--- config.mk ---
export PLATFORM = sky130hd
export DESIGN_NAME = coh_place_ctrl
export DESIGN_NICKNAME = d
export VERILOG_FILES = /design/src/rtl/coh_place_pkg.sv /design/src/rtl/coh_place_table.sv /design/src/rtl/coh_place_fsm.sv /design/src/rtl/coh_place_ctrl.sv
export SDC_FILE = /design/constraint.sdc
export NUM_CORES = 1
export LEC_CHECK = 0
export BUFFER_PORTS_ARGS = -buffer_cell sky130_fd_sc_hd__buf_2
export CORE_ASPECT_RATIO = 1.1
export CORE_MARGIN = 10
export CORE_UTILIZATION = 55
export CTS_BUF_LIST = sky130_fd_sc_hd__clkbuf_16
export CTS_CLUSTER_DIAMETER = 100
export DETAILED_ROUTE_END_ITERATION = 12
export PLACE_DENSITY = 0.73
export SETUP_SLACK_MARGIN = 0.05
export SLEW_MARGIN = 20
export SYNTH_ARGS = -nofsm -noshare
export SYNTH_HDL_FRONTEND = slang
export SYNTH_HIERARCHICAL = 1
export SYNTH_SLANG_ARGS = --single-unit
--- constraint.sdc ---
create_clock -name clk -period 3.73 [get_ports clk]
set_clock_uncertainty 0.15 [all_clocks]
set_input_delay 0.5595 -clock clk [delete_from_list [all_inputs] [get_ports clk]]
set_output_delay 0.5595 -clock clk [all_outputs]
set_load 0.01 [all_outputs]
--- src/rtl/coh_place_pkg.sv ---
package coh_place_pkg;
  typedef enum logic [1:0] {
    REQ_READ    = 2'd0,
    REQ_WRITE   = 2'd1,
    REQ_DROP    = 2'd2,
    REQ_RECLAIM = 2'd3
  } reqKind_e;

  typedef struct packed {
    logic shared;
    logic written;
    logic token;
  } lineBits_t;

  typedef struct packed {
    logic capture;
    logic commit;
  } tblCtl_t;
endpackage

--- src/rtl/coh_place_table.sv ---
module coh_place_table
  import coh_place_pkg::*;
#(
  parameter int NUM_CORES = 4,
  parameter int NUM_LINES = 16,
  localparam int CORE_W = $clog2(NUM_CORES),
  localparam int LINE_W = $clog2(NUM_LINES)
) (
  input  logic              clk,
  input  logic              rst_n,
  input  tblCtl_t           ctl,
  input  logic [1:0]        reqKind,
  input  logic [CORE_W-1:0] reqCore,
  input  logic [LINE_W-1:0] reqLine,
  input  logic              reqHasToken,
  output logic              needInv,
  output logic [LINE_W-1:0] pendLine,
  output logic              pendGrant,
  output logic              pendToken,
  output lineBits_t         pendBits
);
  lineBits_t         bitsQ  [NUM_LINES];
  logic [CORE_W-1:0] ownerQ [NUM_LINES];

  lineBits_t         cur, nxt;
  logic [CORE_W-1:0] curOwner, nxtOwner, pendOwnerQ;
  logic              isOwner, pinned, grant, tok;

  always_comb begin
    cur      = bitsQ[reqLine];
    curOwner = ownerQ[reqLine];
    isOwner  = cur.token && (curOwner == reqCore);
    pinned   = cur.shared && cur.written;
    nxt      = cur;
    nxtOwner = curOwner;
    grant    = 1'b0;
    tok      = 1'b0;
    needInv  = 1'b0;
    unique case (reqKind_e'(reqKind))
      REQ_READ: begin
        if (pinned) begin
          grant = 1'b0;
        end else if (cur.token && !isOwner) begin
          nxt.shared = 1'b1;
          nxt.token  = 1'b0;
          if (cur.written) needInv = 1'b1;
          else             grant   = 1'b1;
        end else if (isOwner) begin
          grant = 1'b1;
          tok   = 1'b1;
        end else if (!cur.shared) begin
          nxt.token = 1'b1;
          nxtOwner  = reqCore;
          grant     = 1'b1;
          tok       = 1'b1;
        end else begin
          grant = 1'b1;
        end
      end
      REQ_WRITE: begin
        if (pinned) begin
          grant = 1'b0;
        end else if (isOwner && reqHasToken) begin
          nxt.written = 1'b1;
          grant       = 1'b1;
          tok         = 1'b1;
        end else if (!cur.token && !cur.shared) begin
          nxt      = '{shared: 1'b0, written: 1'b1, token: 1'b1};
          nxtOwner = reqCore;
          grant    = 1'b1;
          tok      = 1'b1;
        end else begin
          nxt     = '{shared: 1'b1, written: 1'b1, token: 1'b0};
          needInv = 1'b1;
        end
      end
      REQ_DROP: begin
        if (isOwner) nxt = '0;
      end
      default: begin
        nxt     = '0;
        needInv = cur.token || cur.shared;
      end
    endcase
  end

  always_ff @(posedge clk) begin
    if (!rst_n) begin
      pendLine   <= '0;
      pendGrant  <= 1'b0;
      pendToken  <= 1'b0;
      pendBits   <= '0;
      pendOwnerQ <= '0;
    end else if (ctl.capture) begin
      pendLine   <= reqLine;
      pendGrant  <= grant;
      pendToken  <= tok;
      pendBits   <= nxt;
      pendOwnerQ <= nxtOwner;
    end
  end

  always_ff @(posedge clk) begin
    if (!rst_n) begin
      for (int i = 0; i < NUM_LINES; i++) begin
        bitsQ[i]  <= '0;
        ownerQ[i] <= '0;
      end
    end else if (ctl.commit) begin
      bitsQ[pendLine]  <= pendBits;
      ownerQ[pendLine] <= pendOwnerQ;
    end
  end
endmodule

--- src/rtl/coh_place_fsm.sv ---
module coh_place_fsm
  import coh_place_pkg::*;
#(
  parameter int NUM_CORES = 4
) (
  input  logic                 clk,
  input  logic                 rst_n,
  input  logic                 reqValid,
  input  logic                 needInv,
  input  logic [NUM_CORES-1:0] invAck,
  output tblCtl_t              ctl,
  output logic                 reqReady,
  output logic                 rspValid,
  output logic                 invValid
);
  typedef enum logic [1:0] {ST_IDLE, ST_INV, ST_RESP} st_e;
  st_e                  stQ;
  logic [NUM_CORES-1:0] ackSeenQ;
  logic                 accept, allAck;

  assign accept      = reqValid && (stQ == ST_IDLE);
  assign allAck      = &(ackSeenQ | invAck);
  assign ctl.capture = accept;
  assign ctl.commit  = (stQ == ST_RESP);
  assign reqReady    = (stQ == ST_IDLE);
  assign rspValid    = (stQ == ST_RESP);
  assign invValid    = (stQ == ST_INV);

  always_ff @(posedge clk) begin
    if (!rst_n) begin
      stQ      <= ST_IDLE;
      ackSeenQ <= '0;
    end else begin
      unique case (stQ)
        ST_IDLE: begin
          ackSeenQ <= '0;
          if (accept) stQ <= needInv ? ST_INV : ST_RESP;
        end
        ST_INV: begin
          ackSeenQ <= ackSeenQ | invAck;
          if (allAck) stQ <= ST_RESP;
        end
        default: stQ <= ST_IDLE;
      endcase
    end
  end
endmodule

--- src/rtl/coh_place_ctrl.sv ---
module coh_place_ctrl
  import coh_place_pkg::*;
#(
  parameter int NUM_CORES = 4,
  parameter int NUM_LINES = 16,
  localparam int CORE_W = $clog2(NUM_CORES),
  localparam int LINE_W = $clog2(NUM_LINES)
) (
  input  logic                 clk,
  input  logic                 rst_n,
  input  logic                 reqValid,
  input  logic [1:0]           reqKind,
  input  logic [CORE_W-1:0]    reqCore,
  input  logic [LINE_W-1:0]    reqLine,
  input  logic                 reqHasToken,
  output logic                 reqReady,
  output logic                 rspValid,
  output logic                 rspGrant,
  output logic                 rspToken,
  output logic [2:0]           rspState,
  output logic                 invValid,
  output logic [LINE_W-1:0]    invLine,
  input  logic [NUM_CORES-1:0] invAck
);
  tblCtl_t   ctl;
  logic      needInv;
  lineBits_t pendBits;

  coh_place_fsm #(.NUM_CORES(NUM_CORES)) uFsm (
    .clk(clk), .rst_n(rst_n), .reqValid(reqValid), .needInv(needInv),
    .invAck(invAck), .ctl(ctl), .reqReady(reqReady), .rspValid(rspValid),
    .invValid(invValid)
  );

  coh_place_table #(.NUM_CORES(NUM_CORES), .NUM_LINES(NUM_LINES)) uTbl (
    .clk(clk), .rst_n(rst_n), .ctl(ctl), .reqKind(reqKind), .reqCore(reqCore),
    .reqLine(reqLine), .reqHasToken(reqHasToken), .needInv(needInv),
    .pendLine(invLine), .pendGrant(rspGrant), .pendToken(rspToken),
    .pendBits(pendBits)
  );

  assign rspState = pendBits;
endmodule

==> results of run 1 <==
## cell usage in the layout, fill, tap and decap left out, types with 2 or more instances in the layout
cell	count
a211oi_1	2
a21oi_1	6
a221oi_2	3
a22o_1	3
and2_1	67
and2b_1	2
buf_2	27
buf_4	6
clkbuf_16	9
clkinv_2	2
dfxtp_1	17
edfxtp_1	80
inv_1	4
inv_6	2
mux2i_1	10
mux4_1	2
mux4_2	18
nand2_1	9
nand2b_1	6
nand3_1	5
nand3_2	2
nand3b_1	2
nand4_1	2
nor2_1	28
nor2b_1	9
nor3_1	19
nor4_1	4
o21ai_0	12
o21ai_1	5
o31ai_1	2
xor2_1	4
## cells by family (layout without fill, tap and decap cells)
logic type	Yosys count	count (layout)	synth area share, %
muxes	30	30	11.8
AOI/OAI and AO/OA	44	44	6.61
buffers and inverters	32	53	2.92
xor gates and xnor gates	4	4	0.743
DFF	97	97	58.2
and+or+nand+nor	164	164	19.7
## power groups by stage
stage / sequential (mW) / clock, mW / combinational (mW)
floorplan: 1.26 / 0 / 0.185
global route: 1.28 / 0.967 / 0.259
global placement: 1.29 / 0 / 0.232
finish: 1.27 / 0.913 / 0.238
CTS: 1.27 / 0.930 / 0.237
detailed placement: 1.29 / 0 / 0.237
## cell usage after synthesis, types with 3 or more instances
cell	instances
a221oi_2	3
a22o_1	3
nor2b_1	9
o21ai_0	12
nor2_1	28
and2_1	67
nor4_1	4
xor2_1	4
dfxtp_1	17
clkbuf_1	20
mux4_2	18
nand2b_1	6
edfxtp_1	80
nand3_1	5
nand2_1	9
o21ai_1	5
mux2i_1	10
inv_1	4
a21oi_1	6
nor3_1	19
## layout make-up
class | count | area, µm² | share of cell area [%]
inverter | 5 | 18.8 | 0.361
clock buffer | 9 | 225 | 4.33
clock inverter | 6 | 66.3 | 1.27
multi-input combinational | 242 | 1830 | 35.2
tap | 111 | 139 | 2.67
timing repair buffer | 33 | 180 | 3.46
sequential | 97 | 2740 | 52.7
## through the flow
stage | power (mW) | hold slack, ns
floorplan | 1.45 | 0.287
global placement | 1.52 | 0.287
detailed placement | 1.53 | 0.290
CTS | 2.44 | 0.299
global route | 2.50 | 0.342
finish | 2.42 | 0.295
## metal layers
layer  GRT usage (%)  vias up  wire length, µm
met1            20.8     1488             4270
met3            4.00       33              747
met2            27.3      130             4800
met4            10.2        0              452
met5               0        -                0
li1                -     1411                -
## path summary, 6_finish.rpt
kind,cells past startpoint,to,slack (ns),from
worst max-delay path,10,uFsm/stQ[0]$_SDFFE_PN0P_,0.72,reqLine[1]
worst max register to register,9,uFsm/stQ[0]$_SDFFE_PN0P_,1.03,uTbl/ownerQ[9][1]$_SDFFCE_PN0P_
worst min register to register,2,uTbl/pendToken$_SDFFE_PN0P_,0.30,uTbl/pendToken$_SDFFE_PN0P_
worst min-delay path,2,uTbl/pendToken$_SDFFE_PN0P_,0.30,uTbl/pendToken$_SDFFE_PN0P_
## registers in the layout (all words and copies together), names as in the netlist
name	flops
uTbl/bitsQ	48
uTbl/ownerQ	32
uFsm/ackSeenQ	4
uTbl/pendLine	4
uTbl/pendBits	3
uFsm/stQ	2
uTbl/pendOwnerQ	2
uTbl/pendGrant	1
uTbl/pendToken	1
## worst register-to-register path, cell delays in order (launching register included)
cell	delay, ns
edfxtp_1	0.41
mux4_1	0.50
mux2i_1	0.27
xor2_1	0.20
nand3_2	0.15
a21oi_2	0.24
a21oi_1	0.12
a21o_1	0.21
and2_1	0.13
a32o_1	0.20
==> key figures, run 1 <==
Setup path
  • Crit Path Max Fanout: 17
  • Slowest stage delay, CP: 0.60 ns
  • Crit-path slowest cell: mux4_1
  • Kind of critical path: primary input to flop
  • CP startpoint kind: primary input
  • Crit-path cells: buf_2 -> mux4_1 -> mux2i_1 -> xor2_1 -> nand3_2 -> a21oi_2 -> a21oi_1 -> a21o_1 -> and2_1 -> a32o_1
  • Worst Path Required: 3.81 ns
  • Crit path buf inv count: 1
  • Critical path capture point type: flop
  • Data arrival, critical path: 3.09 ns
  • Delay-heaviest family, CP: multiplexers

Yosys
  • Post-synth EDFFs: 80
  • Sequential cell area fraction in the yosys report: 58.2%
  • Mapped cell area: 4710 µm²
  • Cells after Synth: 371
  • Post-synth top flop: edfxtp_1
  • Synth Net Count: 387
  • Yosys warns: 6
  • FF+latch count, synth: 97
  • Count of cell types in the netlist: 52
  • Area share of the largest cell type after synthesis: 51.0%
  • Post-synth top area cell: edfxtp_1
  • Mapped Avg Cell Area: 12.7 µm²
  • Area contributors post-synth: edfxtp_1 (51%), and2_1 (8.9%), mux4_2 (8.6%), dfxtp_1 (7.2%), nor2_1 (2.2%)
  • Synth async-reset ratio: 0%

Die
  • # rows: 35
  • Die H: 117 µm
  • Core Footprint: 8360 µm²
  • Die X: 108 µm
  • Initial cell density of the core: 56.4%
  • I/O Pins: 28
  • Die ar.: 12,700 µm²

Routing
  • Pre-antenna DRT Iters: 5
  • Drt initial violations: 256
  • Routed WL: 10.3 mm
  • Post-route ant nets: 0
  • Wire length per cell: 20.4 µm
  • Drt drc: 0
  • Via/cell ratio: 6.09
  • Via count: 3,062

Timing
  • Worst Slack Setup Final: 0.716 ns
  • Slew margin rel.: 45.5%
  • Unrepaired setup endpoints after global routing: false
  • Final Hold Vio Count: 0
  • Actual slew at the worst max-slew pin: 0.809 ns
  • Final Cycle Share: 80.8%
  • Final-report max-slew violation count: 0
  • Minimum clock period: 3.01 ns
  • Setup TNS: 0 ns
  • Final setup fails: 0
  • Fmax: 332 MHz

Clock tree
  • Post-CTS setup buffers: 0
  • H-tree levels: 3
  • Clk buf depth: 2
  • Total CTS buffers: 9
  • TritonCTS clock tree: built
  • Root Buffer: clkbuf_16
  • Clk slew on worst S/H paths: 0.06 ns
  • Worst-Skew Late Latency: 0.34 ns
  • Post-CTS Hold Fix Bufs: 0
  • # resized after CTS: 0
  • Clock sink total: 97

Global routing
  • Total global-route track usage: 17.1%
  • Total gr overflow: 0
  • First-pass GRT wire length: 16.3 mm
  • Vias in the first global route: 3,143
  • Largest net degree at the start of global routing: 35
  • Initial antenna violation count: 0

Power
  • Leak: 1.90 nW
  • Seq pwr share: 52.5%
  • P_int: 1.83 mW
  • Switching share of power: 24.3%
  • Comb pwr share: 9.8%
  • Pwr/cell area: 465 nW/µm²
  • Psw: 588 µW
  • VDD IR max: 0.224 mV
  • Clock network power share: 37.7%

Placed design
  • GP Congestion: 0.862
  • IO Port Bufs: 27
  • Dpl hpwl: 7.03 mm
  • Dpl cell area: 4910 µm²
  • Dpl ws: 0.342 ns
  • DP Cell Count: 488

Layout
  • Fillcell total: 631
  • Share of cells above drive strength 1: 18.9%
  • Util after Layout: 62.2%
  • Non-Filler Instances: 503
  • # nets final: 404
  • Area Overhead vs Synth: 10.4%
  • ANT cells: 0
  • Design Area, Final: 5200 µm²

Hold path
  • Hold Path Class: flop to flop

Flow run
  • Total of max-cap violations: 0

Run status
  • Status: completed
Note: power is estimated with default switching activity, not from simulation.
==> run 2: changes to the inputs <==
==> constraint.sdc (replaced) <==
create_clock -name clk -period 3 [get_ports clk]
set_clock_uncertainty 0.15 [all_clocks]
set_input_delay 0.45 -clock clk [delete_from_list [all_inputs] [get_ports clk]]
set_output_delay 0.45 -clock clk [all_outputs]
set_load 0.01 [all_outputs]
==> key figures, run 2 (synthesized netlist as in run 1, its figures left out) <==
Clock tree
  • TritonCTS clock tree: built
  • Post-CTS setup buffers: 0 (unchanged)
  • Worst-Skew Late Latency: 0.34 ns (about the same)
  • H-tree levels: 3 (unchanged)
  • Root Buffer: clkbuf_16
  • Clk buf depth: 2 (unchanged)
  • Total CTS buffers: 9 (unchanged)
  • # resized after CTS: 0 (unchanged)
  • Post-CTS Hold Fix Bufs: 0 (unchanged)
  • Clk slew on worst S/H paths: 0.06 ns (about the same)
  • Clock sink total: 97 (unchanged)

Die
  • Die H: 117 µm (unchanged)
  • Die X: 108 µm (unchanged)
  • Initial cell density of the core: 56.4% (unchanged)
  • I/O Pins: 28 (unchanged)
  • Die ar.: 12,700 µm² (unchanged)
  • # rows: 35 (unchanged)
  • Core Footprint: 8360 µm² (unchanged)

Setup path
  • Crit-path slowest cell: mux4_1
  • Worst reg2reg startpoint: uTbl/ownerQ[3][0]$_SDFFCE_PN0P_
  • Crit-path cells: mux4_1 -> mux2i_1 -> xor2_1 -> nand3_2 -> a21oi_2 -> a21oi_1 -> a21o_1 -> and2_1 -> a32o_1
  • Worst Path Required: 3.08 ns (-0.73 ns)
  • Crit path buf inv count: 0 (-1)
  • Kind of critical path: flop to flop
  • Slowest stage delay, CP: 0.52 ns (-0.08 ns)
  • Crit Path Max Fanout: 5 (-12)
  • Data arrival, critical path: 2.76 ns (-0.33 ns)
  • Levels on crit path: 9 (-1)
  • Crit. Startpoint: uTbl/ownerQ[3][0]$_SDFFCE_PN0P_
  • Critical path capture point type: flop
  • Worst reg2reg setup slack: 0.31 ns (-0.72 ns)
  • CP startpoint kind: flop
  • CP endpoint: uFsm/stQ[0]$_SDFFE_PN0P_
  • Delay-heaviest family, CP: multiplexers
  • R2R cell count: 9 (unchanged)
  • Reg-to-Reg End: uFsm/stQ[0]$_SDFFE_PN0P_

Global routing
  • Total global-route track usage: 17.9% (+0.79 points)
  • Initial antenna violation count: 0 (unchanged)
  • First-pass GRT wire length: 17.3 mm (+6.3%)
  • Total gr overflow: 0 (unchanged)
  • Vias in the first global route: 3,189 (+1.5%)
  • Largest net degree at the start of global routing: 21 (-40%)

Layout
  • Register area: 2740 µm² (unchanged)
  • Share of cells above drive strength 1: 22.1% (+3.3 points)
  • Fillcell total: 634 (+0.48%)
  • Area Overhead vs Synth: 14.1%
  • Area of the multi-input gates: 1830 µm² (unchanged)
  • Top Registers: uTbl/bitsQ x48, uTbl/ownerQ x32
  • Largest reg by FF count: uTbl/bitsQ
  • # nets final: 422 (+4.5%)
  • ANT cells: 0 (unchanged)
  • Most common cell after layout, fill and taps aside: edfxtp_1
  • Commonest non-fill, non-tap cells in the layout: edfxtp_1 (80), and2_1 (67), nor2_1 (28)
  • Max FFs per register: 48 (unchanged)

Placed design
  • GP Congestion: 0.919 (+6.6%)
  • Dpl hpwl: 7.57 mm (+7.7%)
  • Dpl ws: -0.00160 ns (-0.343 ns)
  • IO Port Bufs: 27 (unchanged)

Power
  • Pwr/cell area: 565 nW/µm² (+21%)
  • VDD IR max: 0.290 mV (+30%)
  • Leak: 2.00 nW (+5.5%)

Routing
  • Wire length per cell: 20.7 µm (+1.1%)
  • Routed WL: 10.8 mm (+4.9%)
  • Via count: 3,183 (+4.0%)
  • Post-route ant nets: 0 (unchanged)
  • Pre-antenna DRT Iters: 4 (-1)
  • Via/cell ratio: 6.10 (+0.17%)
  • Drt initial violations: 245 (-4.3%)
  • Drt drc: 0 (unchanged)

Timing
  • Minimum clock period: 2.69 ns
  • Worst Slack Setup Final: 0.311 ns (-0.405 ns)
  • Final Cycle Share: 89.6%
  • Setup TNS: 0 ns (unchanged)
  • Slew margin rel.: 48.3% (+2.8 points)
  • Final Hold Vio Count: 0 (unchanged)
  • Actual slew at the worst max-slew pin: 0.774 ns (-0.0351 ns)
  • Final setup fails: 0 (unchanged)
  • Fmax: 372 MHz
  • Unrepaired setup endpoints after global routing: false
  • Final-report max-slew violation count: 0 (unchanged)

Run status
  • Status: completed

Hold path
  • Hold Path Class: primary input to flop

Flow run
  • Total of max-cap violations: 0 (unchanged)
==> run 2: how the worst min path moves through the flow <==
stage	from	to	slack (ns)	cells past startpoint
2_1_floorplan	uFsm/ackSeenQ[2]$_SDFFE_PN0P_	uFsm/ackSeenQ[2]$_SDFFE_PN0P_	0.29	2
3_3_place_gp	uTbl/pendToken$_SDFFE_PN0P_	uTbl/pendToken$_SDFFE_PN0P_	0.29	2
3_5_place_dp	uTbl/pendGrant$_SDFFE_PN0P_	uTbl/pendGrant$_SDFFE_PN0P_	0.29	2
4_1_cts	reqValid	uFsm/stQ[1]$_SDFFE_PN0P_	0.20	3
5_1_grt	reqValid	uFsm/stQ[1]$_SDFFE_PN0P_	0.22	3
6_report	reqValid	uFsm/stQ[1]$_SDFFE_PN0P_	0.21	3
==> run 2: per-layer routing <==
metal | vias to the layer above | part of all wire, % | track usage, %
met4 | 0 | 2.1 | 5.36
met5 | - | 0 | 0
li1 | 1443 | - | -
met1 | 1599 | 42 | 22.9
met2 | 127 | 49 | 29.2
met3 | 14 | 7.3 | 4.93
==> run 2: layout make-up <==
cell class	count	area share, %
repair buffers	51	6.33
well taps	111	2.58
inverters	5	0.349
multi-input cells	242	34.1
flip-flops and latches	97	51.0
clock buffers	11	5.12
clock inverters	5	0.535
==> run 2: worst register-to-register path, delay by kind of cell (launching register included) <==
| family | cells | cell delay (ns) |
|---|---|---|
| xor+xnor | 1 | 0.21 |
| simple gates | 2 | 0.29 |
| compound gates | 4 | 0.75 |
| flops | 1 | 0.38 |
| mux | 2 | 0.81 |
==> run 2: metrics by stage <==
| step | power [mW] | hold slack, ns | area [µm²] | utilization [%] | cells |
|---|---|---|---|---|---|
| final | 3.04 | 0.207 | 5380 | 64.3 | 522 |
| after global routing | 3.16 | 0.220 | 5380 | 64.3 | 522 |
| after CTS | 3.05 | 0.202 | 5380 | 64.3 | 522 |
| after detailed placement | 1.93 | 0.286 | 5070 | 60.7 | 506 |
| after global placement | 1.92 | 0.286 | 5070 | 60.7 | 506 |
| after floorplan | 1.80 | 0.287 | 4710 | - | 371 |
==> run 2: report_power, final <==
part	switching, mW	internal (mW)	leakage (nW)
combinational	0.181	0.143	0.883
clock	0.474	0.659	0.155
sequential	0.0691	1.51	0.966
total	0.724	2.31	2.00
==> run 3: changes to the inputs <==
--- a/config.mk
+++ b/config.mk
@@ -6,7 +6,6 @@
 export NUM_CORES = 1
 export LEC_CHECK = 0
 export BUFFER_PORTS_ARGS = -buffer_cell sky130_fd_sc_hd__buf_2
-export CORE_ASPECT_RATIO = 1.1
 export CORE_MARGIN = 10
 export CORE_UTILIZATION = 55
 export CTS_BUF_LIST = sky130_fd_sc_hd__clkbuf_16
==> key figures, run 3 (synthesized netlist as in run 1, its figures left out) <==
Global routing
  • Total gr overflow: 0 (unchanged)
  • Initial antenna violation count: 0 (unchanged)
  • Vias in the first global route: 3,098 (-2.9%)
  • Largest net degree at the start of global routing: 24 (+14%)
  • First-pass GRT wire length: 17.3 mm (-0.12%)
  • Total global-route track usage: 17.5% (-0.37 points)

Clock tree
  • Worst-Skew Late Latency: 0.34 ns (about the same)
  • TritonCTS clock tree: built
  • # resized after CTS: 0 (unchanged)
  • Total CTS buffers: 9 (unchanged)
  • Clk buf depth: 2 (unchanged)
  • Root Buffer: clkbuf_16
  • Clk slew on worst S/H paths: 0.06 ns (about the same)
  • H-tree levels: 3 (unchanged)
  • Clock sink total: 97 (unchanged)
  • Post-CTS Hold Fix Bufs: 0 (unchanged)
  • Post-CTS setup buffers: 0 (unchanged)

Die
  • Initial cell density of the core: 57.1% (+0.73 points)
  • Die ar.: 12,700 µm² (about the same)
  • I/O Pins: 28 (unchanged)
  • Core Footprint: 8260 µm² (-1.3%)
  • # rows: 33 (-5.7%)
  • Die X: 113 µm (+4.0%)
  • Die H: 113 µm (-3.9%)

Routing
  • Post-route ant nets: 0 (unchanged)
  • Drt initial violations: 266 (+8.6%)
  • DR top layer: met4
  • Via/cell ratio: 6.19 (+1.4%)
  • Pre-antenna DRT Iters: 5 (+1)
  • DR WL met3: 977 µm (+25%)
  • Met1 Wirelength: 4.34 mm (-4.5%)
  • WL met2: 5.21 mm (-0.44%)
  • Via count: 3,136 (-1.5%)
  • Wire length per cell: 21.6 µm (+4.6%)
  • Drt drc: 0 (unchanged)
  • Routed WL: 11.0 mm (+1.6%)

Setup path
  • Worst reg2reg startpoint: uTbl/ownerQ[3][0]$_SDFFCE_PN0P_
  • R2R cell count: 9 (unchanged)
  • Data arrival, critical path: 2.74 ns (-0.02 ns)
  • CP startpoint kind: primary input
  • Kind of critical path: primary input to flop
  • Reg-to-Reg End: uFsm/stQ[0]$_SDFFE_PN0P_
  • Worst reg2reg setup slack: 0.39 ns (+0.08 ns)
  • Crit Path Max Fanout: 11 (+6)
  • Critical path capture point type: flop
  • Worst Path Required: 3.09 ns (about the same)

Timing
  • Final-report max-slew violation count: 0 (unchanged)
  • Minimum clock period: 2.66 ns (-0.0322 ns)
  • Actual slew at the worst max-slew pin: 0.740 ns (-0.0336 ns)
  • Fmax: 376 MHz (+1.2%)
  • Unrepaired setup endpoints after global routing: false
  • Setup TNS: 0 ns (unchanged)
  • Final setup fails: 0 (unchanged)
  • Min Hold Slack: 0.204 ns (-0.00289 ns)
  • Final Cycle Share: 88.6% (-1.1 points)
  • Slew margin rel.: 50.1% (+1.8 points)
  • Final Hold Vio Count: 0 (unchanged)

Layout
  • Top Registers: uTbl/bitsQ x48, uTbl/ownerQ x32
  • Most common cell after layout, fill and taps aside: edfxtp_1
  • Fillcell total: 621 (-2.1%)
  • ANT cells: 0 (unchanged)
  • # nets final: 413 (-2.1%)
  • Commonest non-fill, non-tap cells in the layout: edfxtp_1 (80), and2_1 (67), nor2_1 (28)
  • Design Area, Final: 5290 µm² (-1.7%)
  • Area of the multi-input gates: 1830 µm² (unchanged)
  • Largest reg by FF count: uTbl/bitsQ
  • Area Overhead vs Synth: 12.2%
  • Max FFs per register: 48 (unchanged)
  • Util after Layout: 64.0% (-0.28 points)
  • Share of cells above drive strength 1: 20.1% (-2.0 points)
  • Register area: 2740 µm² (unchanged)

Placed design
  • GP Congestion: 0.929 (+1.1%)
  • Dpl hpwl: 7.57 mm (about the same)
  • IO Port Bufs: 27 (unchanged)
  • Dpl cell area: 5000 µm² (-1.5%)

Power
  • Pwr/cell area: 570 nW/µm² (+0.93%)
  • Pwr Total: 3.01 mW (-0.78%)
  • Leak: 1.95 nW (-2.8%)
  • VDD IR max: 0.252 mV (-13%)

Run status
  • Status: completed

Hold path
  • Hold Path Class: primary input to flop
  • WHS Path Cells: 3 (unchanged)
  • Hold Crit Endpoint: uFsm/ackSeenQ[1]$_SDFFE_PN0P_
  • Worst hold start: invAck[1]

Flow run
  • Total of max-cap violations: 0 (unchanged)
run 3: cell count changes in the layout (fill, tap and decap cells not counted), sizes merged:
cell	previous run	this run
inv	7	5
clkbuf	11	9
buf	51	42
clkinv	2	5
bufinv	0	1
run 3: worst max-delay path by stage:
stage	start	endpoint	slack, ns	cells past startpoint
floorplan	reqLine[0]	uFsm/stQ[0]$_SDFFE_PN0P_	0.07	10
global route	reqLine[1]	uFsm/stQ[0]$_SDFFE_PN0P_	0.13	11
global placement	reqLine[1]	uFsm/stQ[0]$_SDFFE_PN0P_	0.05	11
CTS	reqLine[1]	uFsm/stQ[0]$_SDFFE_PN0P_	0.36	11
detailed placement	reqLine[1]	uFsm/stQ[0]$_SDFFE_PN0P_	0.01	11
finish	reqLine[1]	uFsm/stQ[0]$_SDFFE_PN0P_	0.34	11
run 3: power breakdown:
group | internal [mW] | switching, mW
logic | 0.139 | 0.184
registers | 1.51 | 0.0685
clock network | 0.637 | 0.473
run 3: routing by layer:
| layer | vias to the layer above | track usage [%] |
|---|---|---|
| met2 | 167 | 26.8 |
| met3 | 36 | 4.05 |
| li1 | 1422 | - |
| met1 | 1511 | 21.9 |
| met5 | - | 0 |
| met4 | 0 | 11.2 |
run 3: layout make-up:
class / count / share of cell area, %
multi-input cells: 242 / 34.7
repair buffers: 42 / 5.16
inverters: 5 / 0.355
well taps: 105 / 2.49
flip-flops and latches: 97 / 51.9
clock buffers: 9 / 4.26
clock inverters: 7 / 1.18
run 3: critical path, cell delays in order:
cell,delay (ns)
buf_2,0.19
buf_12,0.17
mux4_2,0.49
mux2i_1,0.24
xor2_1,0.21
nand3_2,0.15
a21oi_2,0.21
a21oi_1,0.11
a21o_1,0.19
and2_1,0.13
a32o_1,0.19
run 3: stage by stage:
stage | instances | worst slack [ns]
detailed placement | 491 | 0.00999
floorplan | 371 | 0.0654
finish | 507 | 0.343
global placement | 491 | 0.0510
CTS | 507 | 0.359
global route | 507 | 0.132
